==> config.mk <==
export PLATFORM = sky130hd
export DESIGN_NAME = burst_addr_seq
export DESIGN_NICKNAME = d
export VERILOG_FILES = /design/src/rtl/burst_addr_pkg.sv /design/src/rtl/burst_addr_latch.sv /design/src/rtl/burst_beat_cnt.sv /design/src/rtl/burst_addr_seq.sv
export SDC_FILE = /design/constraint.sdc
export NUM_CORES = 1
export LEC_CHECK = 0
export BUFFER_PORTS_ARGS = -buffer_cell sky130_fd_sc_hd__buf_2
export CAP_MARGIN = 10
export CORE_MARGIN = 2
export CORE_UTILIZATION = 44
export DETAILED_ROUTE_END_ITERATION = 16
export GPL_TIMING_DRIVEN = 0
export PLACE_DENSITY_LB_ADDON = 0.2
export SLEW_MARGIN = 20
export SYNTH_ARGS = -nofsm -noshare
export SYNTH_HDL_FRONTEND = slang
export SYNTH_HIERARCHICAL = 1
export SYNTH_SLANG_ARGS = --single-unit
==> constraint.sdc <==
create_clock -name clk_i -period 1.3 [get_ports clk_i]
set_clock_uncertainty 0.2 [all_clocks]
set_input_delay 0.065 -clock clk_i [delete_from_list [all_inputs] [get_ports clk_i]]
set_output_delay 0.065 -clock clk_i [all_outputs]
set_load 0.02 [all_outputs]
==> src/rtl/burst_addr_pkg.sv <==
package burst_addr_pkg;
  typedef enum logic {ORDER_LINEAR = 1'b0, ORDER_INTERLEAVED = 1'b1} burst_order_e;

  function automatic logic [1:0] beat_low(input logic [1:0] start,
                                          input logic [1:0] cnt,
                                          input burst_order_e ord);
    if (ord == ORDER_INTERLEAVED) return start ^ cnt;
    return start + cnt;
  endfunction
endpackage

==> src/rtl/burst_addr_latch.sv <==
module burst_addr_latch
  import burst_addr_pkg::*;
#(
  parameter int AW = 16
) (
  input  logic          clk_i,
  input  logic          rst_ni,
  input  logic          load_i,
  input  logic [AW-1:0] addr_i,
  input  burst_order_e  order_i,
  output logic [AW-1:0] base_o,
  output burst_order_e  order_o
);
  always_ff @(posedge clk_i or negedge rst_ni) begin
    if (!rst_ni) begin
      base_o  <= '0;
      order_o <= ORDER_LINEAR;
    end else if (load_i) begin
      base_o  <= addr_i;
      order_o <= order_i;
    end
  end
endmodule

==> src/rtl/burst_beat_cnt.sv <==
module burst_beat_cnt #(
  parameter int CW = 2
) (
  input  logic          clk_i,
  input  logic          rst_ni,
  input  logic          clear_i,
  input  logic          step_i,
  output logic [CW-1:0] cnt_o
);
  always_ff @(posedge clk_i or negedge rst_ni) begin
    if (!rst_ni)      cnt_o <= '0;
    else if (clear_i) cnt_o <= '0;
    else if (step_i)  cnt_o <= cnt_o + 1'b1;
  end
endmodule

==> src/rtl/burst_addr_seq.sv <==
module burst_addr_seq
  import burst_addr_pkg::*;
#(
  parameter int AW = 16
) (
  input  logic          clk_i,
  input  logic          rst_ni,
  input  logic          cpu_strobe_ni,
  input  logic          ctl_strobe_ni,
  input  logic          advance_ni,
  input  logic          interleave_i,
  input  logic [AW-1:0] addr_i,
  output logic [AW-1:0] addr_o
);
  localparam int CW = 2;

  logic          load;
  logic          step;
  logic [AW-1:0] base;
  logic [CW-1:0] cnt;
  burst_order_e  order_q;
  burst_order_e  order_in;

  assign load     = !cpu_strobe_ni || !ctl_strobe_ni;
  assign step     = !advance_ni;
  assign order_in = burst_order_e'(interleave_i);

  burst_addr_latch #(.AW(AW)) u_latch (
    .clk_i  (clk_i),
    .rst_ni (rst_ni),
    .load_i (load),
    .addr_i (addr_i),
    .order_i(order_in),
    .base_o (base),
    .order_o(order_q)
  );

  burst_beat_cnt #(.CW(CW)) u_cnt (
    .clk_i  (clk_i),
    .rst_ni (rst_ni),
    .clear_i(load),
    .step_i (step),
    .cnt_o  (cnt)
  );

  assign addr_o = {base[AW-1:CW], beat_low(base[CW-1:0], cnt, order_q)};


  load_latch_chk: assert property (@(posedge clk_i) disable iff (!rst_ni)
    load |=> (addr_o == $past(addr_i)));

  hold_chk: assert property (@(posedge clk_i) disable iff (!rst_ni)
    (!load && advance_ni) |=> $stable(addr_o));

  upper_frozen_chk: assert property (@(posedge clk_i) disable iff (!rst_ni)
    !load |=> (addr_o[AW-1:CW] == $past(addr_o[AW-1:CW])));

  linear_step_chk: assert property (@(posedge clk_i) disable iff (!rst_ni)
    (!load && step && order_q == ORDER_LINEAR)
      |=> (addr_o[CW-1:0] == CW'($past(addr_o[CW-1:0]) + 1'b1)));

  interleave_step_chk: assert property (@(posedge clk_i) disable iff (!rst_ni)
    (!load && step && order_q == ORDER_INTERLEAVED)
      |=> ((addr_o[CW-1:0] ^ base[CW-1:0]) ==
           CW'(($past(addr_o[CW-1:0]) ^ $past(base[CW-1:0])) + 1'b1)));
endmodule

==> reports/metrics.yaml <==
status: "finished, violations left"
violations: "setup timing"
htree_levels: 1
drc: 0
ir_drop_mv: 0.686
yosys.area.top_type: "dfrtp_1"
syn-num-nets: 72
gp_congestion: 0.623
cts_sinks: 19
pre_cts_ws_ns: -0.0388
p_leak_uw: 0.000649
grt_max_degree: 20
synthFlopType: "dfrtp_1"
timing.fmax_mhz: 650
timing.rr.end: "u_cnt/cnt_o[1]"
power.density_nw_per_um2: 984
antennaDiodeCount: 0
syn-mean-instance-area_um2: 16.7
nets: 135
rrSetupSlack_ns: 0.21
crit_end: "addr_o[1]"
clk_path_buf_depth: 2
areaGrowthSynthToFinish_pct: 59.2
total_power_uw: 1280
drtIter0Drc: 5
crit_path_end_kind: "primary output"
syn_inst: 49
fp-row-count: 15
start_util_pct: 46.9
final_util_pct: 74.6
dr.pass1.iters: 4
synth_top_area_share_pct: 58.1
drt_wl_total_um: 1850
ys_types: 14
grt_pass1_vias: 634
ys_async_sr_fraction_pct: 100
cap_violations: 0
wire_per_inst_um: 13.6
start_kind: "flop"
worstSkewPairLatency_ns: 0.29
hold_viol: 0
r2r_cells: 3
core_area_um2: 1750
slew-limit-headroom_pct: 72.2
tightest_slew_ns: 0.417
synth_common_cells: "dfrtp_1, mux2_4, mux2_2, xnor2_1"
synth_edf_count: 0
antenna_found_initial: 0
hold_slack_ns: 0.0145
finalCritPeriodShare_pct: 118
cts_tree: "built"
synth_seq_cells: 19
crit_start: "u_cnt/cnt_o[0]"
grt_pass1_wl_um: 2730
yosysWarnings: 6
root_buffer: "clkbuf_4"
ios: 38
die-area_um2: 2220
drive_above_1_share_pct: 58.6
synth_seq_area_share_pct: 58.1
drv_slew: 0
period_needed_ns: 1.54
dr_total_vias: 609
cts_buffers: 3
die_h_um: 47.1
yosysMostFrequentCell: "dfrtp_1"
place_inst: 111
finalSetupViolations: 2
worstPathMaxFanout: 2
stdcell_count: 136
grt_usage_pct: 18.8
synth_area_um2: 818
crit_type: "reg -> out"
portBuffers: 37
path_clk_slew_ns: 0.10
fin_ws_ns: -0.238
hold_path.class: "in -> async"
die_x_um: 47.1
postRouteAntennaNets: 0
crit-reg2reg-launch: "u_cnt/cnt_o[0]"
synth_area_leaders: "dfrtp_1, mux2_4, mux2_2"
rsz0062_at_grt: "true"
n_fill_cell: 123
avgViaCountPerCell: 4.48
crit_arrival_ns: 1.27
overflow: 0
critPathRequiredTime_ns: 1.03
## layout make-up
cell class	instances	area, um2	area share [%]
plain buffers	2	31.3	2.40
clock buffers	4	26.3	2.02
inverters	1	3.75	0.288
multi-input cells	27	333	25.6
flip-flops and latches	19	475	36.5
well taps	25	31.3	2.40
repair buffers	58	402	30.8
## power by group
group,switching (uW),total [uW],internal [uW],leakage (uW)
registers,30.2,668,637,0.000226
clock network,173,292,119,0.0000150
logic,141,323,182,0.000409
## metal layers
| layer | wire length, um | global-route usage [%] | part of all wire, % |
|---|---|---|---|
| met5 | 0 | 0 | 0 |
| met4 | 18 | 6.67 | 0.97 |
| met3 | 103 | 4.23 | 5.6 |
| met2 | 1020 | 36.7 | 55 |
| met1 | 709 | 19.2 | 38 |
## metrics by stage
| stage | cell area, um2 | setup TNS [ns] |
|---|---|---|
| 2_1_floorplan | 826 | 0 |
| 3_3_place_gp | 1040 | -0.0118 |
| 3_5_place_dp | 1040 | -0.0388 |
| 4_1_cts | 1290 | -0.355 |
| 5_1_grt | 1300 | -0.435 |
| 6_report | 1300 | -0.322 |
## what timing repair did
action / CTS / global route
setup endpoints to repair: 2 / 2
hold buffers: 20 / 0
buffers inserted: 1 / 0
gates resized for setup: 6 / 1
pin swaps: 1 / 0
endpoints found under the hold margin: 38 / 0
## sequential cells by signal, indices dropped and copies added, names as in the netlist
register,cells
u_cnt/cnt_o,2
u_latch/base_o,16
u_latch/order_o,1
## how the worst min path moves through the flow
| stage | depth (start not counted) | end |
|---|---|---|
| 2_1_floorplan | 0 | u_cnt/cnt_o[0] |
| 3_3_place_gp | 1 | u_latch/base_o[3] |
| 3_5_place_dp | 1 | u_latch/base_o[15] |
| 4_1_cts | 2 | u_latch/base_o[15] |
| 5_1_grt | 2 | u_latch/base_o[1] |
| 6_report | 2 | u_latch/order_o |
## cell families (layout without fill, tap and decap cells)
logic type	Yosys count	count (layout)	synth area share [%]
adders and majority gates	1	1	1.53
and+or+nand+nor	4	4	2.60
AOI/OAI and AO/OA	2	2	2.29
muxes	17	17	28.0
DFF	19	19	58.1
buffers and inverters	3	65	4.28
xor gates and xnor gates	3	3	3.21
## critical path: stages (launching register included)
cell     delay, ns
dfrtp_1       0.40
ha_2          0.19
nor2b_4       0.13
xnor2_2       0.12
buf_4         0.16
## layout by cell type (no fill, tap or decap), drive strengths merged
cell type | Yosys | final
buf | 2 | 40
dlygate4sd3 | 0 | 20
dfrtp | 19 | 19
mux2 | 17 | 17
clkbuf | 0 | 4
xnor2 | 3 | 3
nand2 | 1 | 1
nor2b | 1 | 1
inv | 1 | 1
ha | 1 | 1
a21bo | 1 | 1
nand3b | 1 | 1
a21oi | 1 | 1
nor2 | 1 | 1
No activity file was read; power rests on OpenSTA's default activity.
